$ cat config.mk
export PLATFORM = sky130hd
export DESIGN_NAME = rmw_lock_seq
export DESIGN_NICKNAME = d
export VERILOG_FILES = /design/src/rtl/rmw_seq_pkg.sv /design/src/rtl/rmw_lane_dec.sv /design/src/rtl/rmw_phase_fsm.sv /design/src/rtl/rmw_lock_seq.sv
export SDC_FILE = /design/constraint.sdc
export NUM_CORES = 1
export LEC_CHECK = 0
export BUFFER_PORTS_ARGS = -buffer_cell sky130_fd_sc_hd__buf_4
export CAP_MARGIN = 25
export CORE_MARGIN = 2
export CORE_UTILIZATION = 35
export DETAILED_ROUTE_END_ITERATION = 10
export HOLD_SLACK_MARGIN = 0.1
export PLACE_DENSITY = 0.69
export SETUP_SLACK_MARGIN = 0.1
export SKIP_LAST_GASP = 1
export SLEW_MARGIN = 30
export SYNTH_ARGS = -nofsm -noshare
export SYNTH_HDL_FRONTEND = slang
export SYNTH_SLANG_ARGS = --single-unit
export TNS_END_PERCENT = 50
$ cat constraint.sdc
create_clock -name clk -period 2 [get_ports clk]
set_input_delay 0.2 -clock clk [delete_from_list [all_inputs] [get_ports clk]]
set_output_delay 0.2 -clock clk [all_outputs]
set_load 0.05 [all_outputs]
$ cat src/rtl/rmw_seq_pkg.sv
// Shared types for the locked read-modify-write sequencer.
// Assumes a 32-bit data bus made of four byte lanes.
package rmw_seq_pkg;
    localparam int LANES  = 4;
    localparam int DATA_W = 8 * LANES;

    typedef enum logic [2:0] {
        PH_FREE,   // no sequence active
        PH_RADDR,  // read address clock
        PH_RDATA,  // read data / wait clocks
        PH_GAP,    // idle clocks while the modify step runs
        PH_WADDR,  // write address clock
        PH_WDATA   // write data / wait clocks
    } phase_t;

    // Lane enables from the size code and the low address bits (aligned operands)
    function automatic logic [LANES-1:0] lane_mask(input logic [1:0] sz, input logic [1:0] a);
        case (sz)
            2'b00:   return 4'b0001 << a;
            2'b01:   return a[1] ? 4'b1100 : 4'b0011;
            default: return 4'b1111;
        endcase
    endfunction
endpackage

$ cat src/rtl/rmw_lane_dec.sv
// Byte-lane decoder: enables the lanes a write transfer uses and gates the
// write word onto them. Assumes operands are aligned to their size.
module rmw_lane_dec
    import rmw_seq_pkg::*;
(
    input  logic [1:0]        size,
    input  logic [1:0]        a_lo,
    input  logic              drive,
    input  logic [DATA_W-1:0] wdata,
    output logic [LANES-1:0]  oe,
    output logic [DATA_W-1:0] dout
);
    // Lane enables are only active in a write data clock
    always_comb begin
        oe = drive ? lane_mask(size, a_lo) : '0;
    end

    // One gate per lane: an unselected lane outputs zero
    for (genvar k = 0; k < LANES; k++) begin : g_lane
        assign dout[8*k +: 8] = oe[k] ? wdata[8*k +: 8] : 8'h00;
    end
endmodule

$ cat src/rtl/rmw_phase_fsm.sv
// Phase controller: keeps the transfer counters, the idle-clock count and the
// request handshake. Assumes both transfer counts are at least 1 and
// IDLE_CLKS is at least 1.
module rmw_phase_fsm
    import rmw_seq_pkg::*;
#(
    parameter int CNT_W     = 3,
    parameter int IDLE_CLKS = 2
) (
    input  logic             clk,
    input  logic             rst_n,
    input  logic             req_valid,
    input  logic [CNT_W-1:0] req_rd_cnt,
    input  logic [CNT_W-1:0] req_wr_cnt,
    input  logic             ta_i,
    input  logic             mod_done,
    output phase_t           phase,
    output logic             req_ready,
    output logic             accept,
    output logic             last_wr,
    output logic             rd_hit,
    output logic             seq_end,
    output logic [CNT_W-1:0] xfer_idx
);
    localparam int IW = (IDLE_CLKS > 1) ? $clog2(IDLE_CLKS) : 1;
    localparam logic [IW-1:0] GAP_LAST = IW'(IDLE_CLKS - 1);

    logic [CNT_W-1:0] rd_left, wr_left;
    logic [IW-1:0]    gap_cnt;
    logic             wr_hit, last_rd, gap_ok;
    phase_t           phase_nx;

    // Acknowledge events and handshake terms
    always_comb begin
        rd_hit    = (phase == PH_RDATA) && ta_i;
        wr_hit    = (phase == PH_WDATA) && ta_i;
        last_rd   = (rd_left == CNT_W'(1));
        last_wr   = (wr_left == CNT_W'(1));
        seq_end   = wr_hit && last_wr;
        req_ready = (phase == PH_FREE) || seq_end;
        accept    = req_valid && req_ready;
        gap_ok    = (gap_cnt == GAP_LAST) && mod_done;
    end

    // Next phase
    always_comb begin
        phase_nx = phase;
        case (phase)
            PH_FREE:  if (accept) phase_nx = PH_RADDR;
            PH_RADDR: phase_nx = PH_RDATA;
            PH_RDATA: if (ta_i) phase_nx = last_rd ? PH_GAP : PH_RADDR;
            PH_GAP:   if (gap_ok) phase_nx = PH_WADDR;
            PH_WADDR: phase_nx = PH_WDATA;
            PH_WDATA: if (ta_i) begin
                if (!last_wr)    phase_nx = PH_WADDR;
                else if (accept) phase_nx = PH_RADDR;
                else             phase_nx = PH_FREE;
            end
            default:  phase_nx = PH_FREE;
        endcase
    end

    // Phase register
    always_ff @(posedge clk) begin
        if (!rst_n) phase <= PH_FREE;
        else        phase <= phase_nx;
    end

    // Transfer counters and transfer index
    always_ff @(posedge clk) begin
        if (!rst_n) begin
            rd_left  <= '0;
            wr_left  <= '0;
            xfer_idx <= '0;
        end else if (accept) begin
            rd_left  <= req_rd_cnt;
            wr_left  <= req_wr_cnt;
            xfer_idx <= '0;
        end else if (rd_hit) begin
            rd_left  <= rd_left - CNT_W'(1);
            xfer_idx <= last_rd ? '0 : xfer_idx + CNT_W'(1);
        end else if (wr_hit) begin
            wr_left  <= wr_left - CNT_W'(1);
            xfer_idx <= xfer_idx + CNT_W'(1);
        end
    end

    // Idle-clock counter, saturating at the last required idle clock
    always_ff @(posedge clk) begin
        if (!rst_n || phase != PH_GAP) gap_cnt <= '0;
        else if (gap_cnt != GAP_LAST)  gap_cnt <= gap_cnt + IW'(1);
    end
endmodule

$ cat src/rtl/rmw_lock_seq.sv
// Locked read-modify-write bus sequencer (top). Decodes the bus strobes from
// the phase, forms transfer addresses, captures read data and reports done.
// Assumes aligned operands and a target that acknowledges eventually.
module rmw_lock_seq
    import rmw_seq_pkg::*;
#(
    parameter int ADDR_W    = 32,
    parameter int CNT_W     = 3,
    parameter int IDLE_CLKS = 2
) (
    input  logic              clk,
    input  logic              rst_n,
    input  logic              req_valid,
    output logic              req_ready,
    input  logic [ADDR_W-1:0] req_addr,
    input  logic [1:0]        req_size,
    input  logic [CNT_W-1:0]  req_rd_cnt,
    input  logic [CNT_W-1:0]  req_wr_cnt,
    input  logic              mod_done,
    input  logic [DATA_W-1:0] wr_data,
    output logic [DATA_W-1:0] rd_data,
    output logic              rd_valid,
    output logic              done_o,
    output logic [ADDR_W-1:0] bus_addr,
    output logic [1:0]        bus_size,
    output logic              ts_o,
    output logic              tip_o,
    output logic              rw_o,
    output logic              lock_o,
    output logic              locke_o,
    input  logic              ta_i,
    input  logic [DATA_W-1:0] data_in,
    output logic [DATA_W-1:0] data_out,
    output logic [LANES-1:0]  data_oe
);
    phase_t            phase;
    logic              accept, last_wr, rd_hit, seq_end;
    logic [CNT_W-1:0]  xfer_idx;
    logic [ADDR_W-1:0] base_q;
    logic [1:0]        size_q;

    rmw_phase_fsm #(.CNT_W(CNT_W), .IDLE_CLKS(IDLE_CLKS)) u_fsm (
        .clk(clk), .rst_n(rst_n), .req_valid(req_valid),
        .req_rd_cnt(req_rd_cnt), .req_wr_cnt(req_wr_cnt),
        .ta_i(ta_i), .mod_done(mod_done), .phase(phase),
        .req_ready(req_ready), .accept(accept), .last_wr(last_wr),
        .rd_hit(rd_hit), .seq_end(seq_end), .xfer_idx(xfer_idx)
    );

    rmw_lane_dec u_lanes (
        .size(size_q), .a_lo(base_q[1:0]), .drive(phase == PH_WDATA),
        .wdata(wr_data), .oe(data_oe), .dout(data_out)
    );

    // Request fields held for the whole sequence
    always_ff @(posedge clk) begin
        if (!rst_n) begin
            base_q <= '0;
            size_q <= '0;
        end else if (accept) begin
            base_q <= req_addr;
            size_q <= req_size;
        end
    end

    // Read capture and completion pulse
    always_ff @(posedge clk) begin
        if (!rst_n) begin
            rd_data  <= '0;
            rd_valid <= 1'b0;
            done_o   <= 1'b0;
        end else begin
            if (rd_hit) rd_data <= data_in;
            rd_valid <= rd_hit;
            done_o   <= seq_end;
        end
    end

    // Bus strobes decoded from the phase
    always_comb begin
        bus_addr = base_q + (ADDR_W'(xfer_idx) << 2);
        bus_size = size_q;
        ts_o     = (phase == PH_RADDR) || (phase == PH_WADDR);
        tip_o    = (phase != PH_FREE) && (phase != PH_GAP);
        rw_o     = !((phase == PH_WADDR) || (phase == PH_WDATA));
        lock_o   = (phase != PH_FREE);
        locke_o  = !rw_o && last_wr;
    end
endmodule

==> out/results.ini, run 1 <==
[final_layout]
fin_nets = 915
mostFrequentLayoutCells = buf_4, nand2_1, a21oi_1
area_delta_synth_final_pct = 78.66
layout-drive-gt1-share_pct = 49.00
fin_area_sq_um = 7585
layout_commonest_cell = buf_4
diodes = 0
final_core_util_pct = 63.68
fillCellCount = 1003

[clock_network]
tritoncts = built
clk_latency_ns = 0.33
cts.reportedPaths.clkPinSlew_ns = 0.06
cts.htree.levels = 3
cts.sinks = 81
cts_buffers = 9
clockBufferDepth = 2
cts_root_buf = clkbuf_16

[hold_path]
hold_class = in2reg
whs_path_depth = 3

[floorplanning]
rows = 40
core_area_sq_um = 11910
die_area_sq_um = 13030
start_util_pct = 35.64
die_w_microns = 114.1
ios = 219
die_h_microns = 114.1

[timing]
rsz0062_at_grt = yes
tightest_slew_ns = 0.5167
fin_skew_ns = 0.007776
fin_tns_setup_ns = -12.05
report.final.slew_viol_count = 0
fmax_ghz = 0.3747
finalHoldViolations = 0
setup_ws_ns = -0.6687
min_period_ns = 2.669
setup_violations = 23
finalCritPeriodShare_pct = 133.4
max_slew_margin_pct = 65.51

[yosys]
synth_flop_cell = dfxtp_1
yosysTopAreaCell = dfxtp_1
synthArstFlopShare_pct = 0
synth_area_leaders = dfxtp_1, a21oi_1, nand2_1, nand3_1, xor2_1
synth_top_area_share_pct = 38.20
avgSynthCellArea_sq_um = 7.862
ys_ff_latch = 81
synth_edf_count = 0
ys_types = 50
synthCells = 540
ys_warn_count = 0
syn_area_sq_um = 4245
seq_area_frac_synth_pct = 38.20
synth_nets = 658

[global_routing]
grt_usage_pct = 22.23
grt_first_pass_wirelength_microns = 23270
first_global_vias = 4669
grt_overflow = 0
grt_max_degree = 42
antenna_found_initial = 0

[setup_path]
cp-startpoint = u_fsm.xfer_idx[2]
r2r_end = u_fsm.rd_left[2]
worstSetupEndpoint = bus_addr[19]
worst_ep_required_time_ns = 1.80
r2r_start = u_fsm.wr_left[0]
crit_fanout = 4
arrival_ns = 2.47
startpoint_type = register
worstSetupPathType = reg2out
cp-end-kind = primary output
r2r_slack_ns = 0.27
ff2ff_path_depth = 6

[job]
cap_viol_max_count = 0

[pwr]
p_total_mw = 5.364
leakage_nw = 3.446
power_frac_seq_pct = 34.6
p_sw_mw = 1.870
p_int_mw = 3.494
pwr-share-comb_pct = 34.0
p_clk_share_pct = 31.5
ir_worst_vdd_mv = 0.7109
switching_share_pct = 34.86
power_density_nw_per_um2 = 707.3

[placed_design]
place_hpwl_microns = 11160
placed_cell_area_sq_um = 7042
place_ws_ns = -0.4008
gp_congestion = 0.8420
numPortBuffers = 218

[drt]
drt_iter0_drc = 247
routed_via_density = 5.055
drt-total-wl_microns = 15070
drc = 0
drt_pre_antenna_iters = 4
ant_nets = 0
vias = 4797
wl_per_cell_microns = 15.88

[outcome]
status = finished with violations
violations = setup timing

[power groups by stage]
| stage | Clock [mW] | Combinational [mW] | Sequential [mW] |
|---|---|---|---|
| floorplan | 0 | 0.973 | 2.00 |
| global placement | 0 | 1.75 | 1.88 |
| detailed placement | 0 | 1.78 | 1.89 |
| CTS | 1.72 | 1.81 | 1.85 |
| global route | 1.80 | 1.94 | 1.87 |
| finish | 1.69 | 1.82 | 1.85 |
[final cells by class]
cell class	instances	area, sq um	area share (%)
tap	147	183.9	2.425
inverter	11	41.29	0.5444
multi-input combinational	411	3148	41.50
clock inverter	4	51.30	0.6763
sequential	81	1637	21.58
timing repair buffer	283	2267	29.89
clock buffer	12	256.5	3.382
[per-stage QoR]
step                      hold slack, ns  instances
after floorplan                   0.3360        540
after global placement            0.4435        924
after detailed placement          0.4500        924
after CTS                         0.1025        946
after global routing              0.1034        949
final                             0.1137        949
[state kept, by name (all words and copies together), names as in the netlist]
name / count
u_fsm.phase: 3
u_fsm.xfer_idx: 3
base_q: 32
bus_size: 2
u_fsm.wr_left: 3
u_fsm.rd_left: 3
rd_valid: 1
u_fsm.gap_cnt: 1
rd_data: 32
done_o: 1
[worst min path at each step]
stage / from / end / slack, ns
6_report: data_in[0] / rd_data[0] / 0.11
5_1_grt: data_in[8] / rd_data[8] / 0.10
4_1_cts: data_in[8] / rd_data[8] / 0.10
3_5_place_dp: rd_data[22] / rd_data[22] / 0.45
3_3_place_gp: rd_data[8] / rd_data[8] / 0.44
2_1_floorplan: data_in[0] / rd_data[0] / 0.34
[Yosys cell counts, types with 7 or more instances]
cell type / count
a21oi_1: 78
and2_1: 32
clkbuf_1: 26
dfxtp_1: 81
ha_1: 8
inv_1: 10
nand2_1: 80
nand3_1: 42
nor2_1: 14
nor3_1: 14
nor4_2: 7
o21ai_0: 41
xnor2_1: 12
xor2_1: 24
[critical path, stage by stage, from the launching register on]
cell	delay (ns)
dfxtp_2	0.34
ha_4	0.29
o211ai_1	0.12
buf_4	0.18
or4b_4	0.56
nor3b_4	0.29
xor2_4	0.15
buf_4	0.21
[per-layer routing]
metal  vias up  global-route usage, %  wire [microns]
met4         0                  6.585             178
met1      2270                  29.79            6543
met3        14                  4.976             895
met2       142                  35.99            7450
met5         -                      0               0
li1       2371                      -               -
[kinds of logic (layout without fill, tap and decap cells)]
| logic type | Yosys count | count (layout) | synth area share, % |
|---|---|---|---|
| AO/OA/AOI/OAI | 137 | 139 | 17.42 |
| XOR/XNOR | 36 | 36 | 7.427 |
| adder cells (fa/ha/maj) | 9 | 9 | 2.829 |
| buffers and inverters | 51 | 310 | 5.040 |
| flip-flops | 81 | 81 | 38.20 |
| multiplexers | 5 | 5 | 1.297 |
| AND/OR/NAND/NOR | 221 | 222 | 27.79 |
[what timing repair did]
action	4_1_cts	5_1_grt
endpoints found under the setup margin	65	65
pin swaps	4	9
cloned	2	1
setup buffers	4	3
hold buffers	0	0
gates resized for setup	19	24
Power figures use the tool's default switching activity.
==> run 2, diff against run 1 <==
CTS_CLUSTER_SIZE = 28   (was not set)
RECOVER_POWER = 50   (was not set)
==> run 2 against run 1 <==
  * The flow still finishes with violations (setup timing)
  * Clock power is essentially flat
  * Register-to-register slack is essentially flat
  * Sequential share of layout area grew 0.38 points
  * Non-clock buffer count is the same
  * Highest routed layer unchanged
  * Routed wire length shrank 0.48%
  * Worst hold slack is essentially flat
  * Power shrank 0.53%
  * Combinational power is essentially flat
  * Via count grew 0.19%
  * Die area is the same
  * Largest cell class unchanged
  * Worst setup slack gained 0.00064 ns
==> out/results.ini, run 2 (synthesis gave the netlist of run 1 again) <==
[floorplanning]
start_util_pct = 35.64  ; unchanged
die_area_sq_um = 13030  ; unchanged
die_w_microns = 114.1  ; unchanged
ios = 219  ; unchanged
core_area_sq_um = 11910  ; unchanged
rows = 40  ; unchanged
die_h_microns = 114.1  ; unchanged

[clock_network]
tritoncts = built  ; unchanged
cts.reportedPaths.clkPinSlew_ns = 0.06  ; about the same
cts.sinks = 81  ; unchanged
clk_latency_ns = 0.33  ; about the same
clockBufferDepth = 2  ; unchanged
cts.htree.levels = 3  ; unchanged
cts_root_buf = clkbuf_16  ; unchanged
cts_buffers = 9  ; unchanged

[final_layout]
diodes = 0  ; unchanged
layout_commonest_cell = buf_4  ; unchanged
layout-drive-gt1-share_pct = 44.39  ; was 49.00%
mostFrequentLayoutCells = buf_4, nand2_1, a21oi_1  ; unchanged
fin_nets = 915  ; unchanged
final_core_util_pct = 62.53  ; was 63.68%
fin_area_sq_um = 7448  ; was 7585 sq um
reg.largest.list = base_q (32), rd_data (32)  ; unchanged
area_delta_synth_final_pct = 75.45  ; was 78.66%
fillCellCount = 1042  ; was 1003

[timing]
rsz0062_at_grt = yes  ; unchanged
setup_violations = 23  ; unchanged
finalHoldViolations = 0  ; unchanged
fmax_ghz = 0.3748  ; was 0.3747 GHz
max_slew_margin_pct = 55.56  ; was 65.51%
min_period_ns = 2.668  ; was 2.669 ns
tightest_slew_ns = 0.6695  ; was 0.5167 ns
report.final.slew_viol_count = 0  ; unchanged
setup_ws_ns = -0.6681  ; was -0.6687 ns
fin_skew_ns = 0.007660  ; was 0.007776 ns
finalCritPeriodShare_pct = 133.4  ; about the same

[placed_design]
gp_congestion = 0.8420  ; unchanged
place_ws_ns = -0.4008  ; unchanged
place_hpwl_microns = 11160  ; unchanged
numPortBuffers = 218  ; unchanged
placed_cell_area_sq_um = 7042  ; unchanged

[setup_path]
worst_ep_required_time_ns = 1.80  ; about the same
arrival_ns = 2.47  ; about the same
startpoint_type = register  ; unchanged
crit_fanout = 4  ; unchanged
worstSetupPathType = reg2out  ; unchanged
cp-end-kind = primary output  ; unchanged

[outcome]
status = finished with violations  ; unchanged
violations = setup timing  ; unchanged

[pwr]
leakage_nw = 3.293  ; was 3.446 nW
ir_worst_vdd_mv = 0.6752  ; was 0.7109 mV
power_density_nw_per_um2 = 716.4  ; was 707.3 nW/um^2

[drt]
drt_iter0_drc = 232  ; was 247
vias = 4806  ; was 4797
drc = 0  ; unchanged
drt-total-wl_microns = 14990  ; was 15070 microns
routed_via_density = 5.064  ; was 5.055
drt_pre_antenna_iters = 4  ; unchanged
wl_per_cell_microns = 15.80  ; was 15.88 microns
ant_nets = 0  ; unchanged

[job]
cap_viol_max_count = 0  ; unchanged

[global_routing]
first_global_vias = 4669  ; unchanged
antenna_found_initial = 0  ; unchanged
grt_max_degree = 42  ; unchanged
grt_usage_pct = 22.23  ; unchanged
grt_first_pass_wirelength_microns = 23270  ; unchanged
grt_overflow = 0  ; unchanged

[hold_path]
hold_class = in2reg  ; unchanged

[run 2: what timing repair did]
action | in CTS | in global routing
setup buffers | 4 | 3
setup endpoints to repair | 65 | 65
pin swaps | 4 | 9
cloned | 2 | 1
gates resized for setup | 19 | 24
hold buffers | 0 | 0
[run 2: path summary, 6_finish.rpt]
path / depth (start not counted) / slack [ns] / start / end
setup / recovery: 7 / -0.67 / u_fsm.xfer_idx[2] / bus_addr[19]
hold / removal: 3 / 0.11 / data_in[0] / rd_data[0]
setup reg to reg: 5 / 0.27 / u_fsm.phase[0] / u_fsm.rd_left[2]
hold reg to reg: 2 / 0.46 / rd_data[28] / rd_data[28]
[run 2: power by group]
part	total [mW]	leakage [nW]	switching [mW]	internal (mW)
sequential	1.85	0.664	0.111	1.74
combinational	1.80	2.48	1.11	0.690
clock	1.69	0.149	0.652	1.04
total	5.34	3.29	1.87	3.47
[run 2: area by class of cell]
| class | instances | area, sq um | area share, % |
|---|---|---|---|
| clock buffers | 12 | 256.5 | 3.444 |
| clock inverters | 4 | 51.30 | 0.6887 |
| inverters | 11 | 41.29 | 0.5543 |
| multi-input cells | 411 | 3148 | 42.26 |
| flip-flops and latches | 81 | 1635 | 21.96 |
| well taps | 147 | 183.9 | 2.469 |
| repair buffers | 283 | 2132 | 28.62 |
[run 2: metrics by stage]
stage	power [mW]	instances	TNS (ns)	hold WS (ns)
after global routing	5.588	949	-14.23	0.1034
after global placement	3.627	924	-4.590	0.4435
after detailed placement	3.665	924	-5.692	0.4500
final	5.336	949	-11.98	0.1138
after CTS	5.384	946	-13.26	0.1025
after floorplan	2.976	540	-7.785	0.3360
[run 2: worst max-delay path, stage by stage, from the launching register on]
cell and delay, ns:
dfxtp_2 0.33, ha_4 0.29, o211ai_1 0.12, buf_4 0.18, or4b_4 0.56, nor3b_4 0.29, xor2_4 0.15, buf_4 0.21
[run 2: layer usage]
layer	track usage [%]	wire length, microns	vias up
met5	0	0	-
met4	6.585	178	0
met1	29.79	6491	2287
li1	-	-	2372
met2	35.99	7471	133
met3	4.976	852	14
==> run 3, diff against run 2 <==
SKIP_CTS_REPAIR_TIMING = 1   (was not set)
==> run 3 against run 2 <==
  * Routed wire length fell by 2.7%
  * The run still ends with setup timing left
  * Largest power group unchanged
  * Critical endpoint is now bus_addr[26]
  * Count of clock-buffer cells in the layout did not move
  * Clock skew is essentially flat
  * Worst hold slack better by 0.0011 ns
  * Flip-flop and latch count did not move
  * Die area stayed put
==> out/results.ini, run 3 (synthesis gave the netlist of run 1 again) <==
[placed_design]
gp_congestion = 0.8420  ; unchanged
placed_cell_area_sq_um = 7042  ; unchanged
place_ws_ns = -0.4008  ; unchanged
numPortBuffers = 218  ; unchanged
place_hpwl_microns = 11160  ; unchanged

[hold_path]
holdPathEnd = rd_data[0]  ; unchanged
whs_path_depth = 3  ; unchanged
hold_class = in2reg  ; unchanged
min-delay-start = data_in[0]  ; unchanged

[drt]
drt_iter0_drc = 240  ; was 232
ant_nets = 0  ; unchanged
wl_per_cell_microns = 15.47  ; was 15.80 microns
met1_length_microns = 6443  ; was 6491 microns
drc = 0  ; unchanged
top_layer_used = met4  ; unchanged
drt-total-wl_microns = 14590  ; was 14990 microns
drt_pre_antenna_iters = 4  ; unchanged
route.met3.wl_microns = 839  ; was 852 microns
route.met2.wl_microns = 7102  ; was 7471 microns
routed_via_density = 5.028  ; was 5.064
vias = 4741  ; was 4806

[pwr]
power_frac_seq_pct = 35.0  ; was 34.7%
p_sw_mw = 1.854  ; was 1.868 mW
pwr-share-comb_pct = 33.1  ; was 33.7%
leakage_nw = 3.197  ; was 3.293 nW
power_density_nw_per_um2 = 728.6  ; was 716.4 nW/um^2
p_clk_share_pct = 31.9  ; was 31.6%
p_int_mw = 3.439  ; was 3.468 mW
ir_worst_vdd_mv = 0.6758  ; was 0.6752 mV
switching_share_pct = 35.02  ; was 35.01%

[clock_network]
tritoncts = built  ; unchanged
cts.htree.levels = 3  ; unchanged
clockBufferDepth = 2  ; unchanged
cts.reportedPaths.clkPinSlew_ns = 0.06  ; about the same
cts_buffers = 9  ; unchanged
cts_root_buf = clkbuf_16  ; unchanged
clk_latency_ns = 0.33  ; about the same
cts.sinks = 81  ; unchanged

[final_layout]
layout_commonest_cell = buf_4  ; unchanged
layout-drive-gt1-share_pct = 42.59  ; was 44.39%
area_delta_synth_final_pct = 71.12  ; was 75.45%
multi_input_area_sq_um = 3052  ; was 3148 sq um
reg.largest.list = base_q (32), rd_data (32)  ; unchanged
fin_nets = 909  ; was 915
seq_area_sq_um = 1630  ; was 1635 sq um
mostFrequentLayoutCells = buf_4, nand2_1, a21oi_1  ; unchanged
fillCellCount = 1073  ; was 1042
fin_area_sq_um = 7264  ; was 7448 sq um
diodes = 0  ; unchanged

[setup_path]
crit_chain = ha_4 -> fa_2 -> a21oi_2 -> or4_4 -> buf_4 -> nor4_4 -> xor2_4 -> buf_4  ; was ha_4 -> o211ai_1 -> buf_4 -> or4b_4 -> nor3b_4 -> xor2_4 -> buf_4
worstSetupPathType = reg2out  ; unchanged
cp_slowest_stage_delay_ns = 0.57  ; was 0.56 ns
cpMaxStageDelayCell = or4_4  ; was or4b_4
crit_fanout = 6  ; was 4
cp-end-kind = primary output  ; unchanged
arrival_ns = 2.50  ; was 2.47 ns
r2r_start = u_fsm.phase[1]  ; was u_fsm.phase[0]
ff2ff_path_depth = 5  ; unchanged
crit_top_cell = buf_4  ; unchanged
worst_ep_required_time_ns = 1.80  ; about the same
r2r_end = u_fsm.phase[2]  ; was u_fsm.rd_left[2]
r2r_slack_ns = 0.12  ; was 0.27 ns
startpoint_type = register  ; unchanged

[floorplanning]
ios = 219  ; unchanged
rows = 40  ; unchanged
core_area_sq_um = 11910  ; unchanged
start_util_pct = 35.64  ; unchanged
die_area_sq_um = 13030  ; unchanged
die_h_microns = 114.1  ; unchanged
die_w_microns = 114.1  ; unchanged

[global_routing]
grt_overflow = 0  ; unchanged
grt_usage_pct = 21.87  ; was 22.23%
first_global_vias = 4614  ; was 4669
grt_first_pass_wirelength_microns = 22900  ; was 23270 microns
antenna_found_initial = 0  ; unchanged
grt_max_degree = 42  ; unchanged

[timing]
min_period_ns = 2.699  ; was 2.668 ns
fmax_ghz = 0.3705  ; was 0.3748 GHz
setup_ws_ns = -0.6990  ; was -0.6681 ns
fin_skew_ns = 0.007718  ; was 0.007660 ns
tightest_slew_ns = 0.6786  ; was 0.6695 ns
finalCritPeriodShare_pct = 134.9  ; was 133.4%
setup_violations = 25  ; was 23
report.final.slew_viol_count = 0  ; unchanged
max_slew_margin_pct = 54.95  ; was 55.56%
finalHoldViolations = 0  ; unchanged
rsz0062_at_grt = yes  ; unchanged

[outcome]
violations = setup timing  ; unchanged
status = finished with violations  ; unchanged

[job]
cap_viol_max_count = 0  ; unchanged

[run 3: power by group through the flow]
stage          clock network [mW]  logic (mW)  registers (mW)
5_1_grt                      1.80        1.87            1.87
6_report                     1.69        1.75            1.85
2_1_floorplan                   0       0.973            2.00
4_1_cts                      1.72        1.79            1.85
3_3_place_gp                    0        1.75            1.88
3_5_place_dp                    0        1.78            1.89
[run 3: area by class of cell]
type	count	area share, %
Sequential cell	81	22.44
Multi-Input combinational cell	408	42.01
Clock inverter	4	0.7062
Clock buffer	12	3.531
Tap cell	147	2.532
Inverter	11	0.5684
Timing Repair Buffer	280	28.21
[run 3: metal layers]
| layer | track usage, % | vias to the layer above |
|---|---|---|
| met5 | 0 | - |
| met4 | 6.585 | 0 |
| met3 | 4.976 | 16 |
| met1 | 29.39 | 2232 |
| met2 | 35.20 | 144 |
| li1 | - | 2349 |
[run 3: critical path, delay by kind of cell (launching register included)]
kind,cells,cell delay (ns)
AND/OR/NAND/NOR,2,0.84
buffers and inverters,2,0.39
flip-flops,1,0.35
adder cells (fa/ha/maj),2,0.35
XOR/XNOR,1,0.16
AO/OA/AOI/OAI,1,0.07
[run 3: worst max-delay path by stage]
stage,startpoint,end,slack (ns),cells after the start
2_1_floorplan,u_fsm.xfer_idx[0],bus_addr[24],-0.39,7
3_3_place_gp,base_q[2],bus_addr[18],-0.30,9
3_5_place_dp,base_q[2],bus_addr[20],-0.40,9
4_1_cts,base_q[2],bus_addr[20],-0.77,9
5_1_grt,u_fsm.xfer_idx[0],bus_addr[30],-0.79,8
6_report,u_fsm.xfer_idx[0],bus_addr[26],-0.70,8
[run 3: per-stage QoR]
step / power [mW] / TNS [ns] / instances / hold WS, ns / util, %
final: 5.293 / -12.56 / 943 / 0.1150 / 60.99
after global routing: 5.539 / -16.35 / 943 / 0.1034 / 60.99
after CTS: 5.359 / -18.96 / 940 / 0.1025 / 61.70
after detailed placement: 3.665 / -5.692 / 924 / 0.4500 / 59.12
after global placement: 3.627 / -4.590 / 924 / 0.4435 / 59.12
after floorplan: 2.976 / -7.785 / 540 / 0.3360 / -
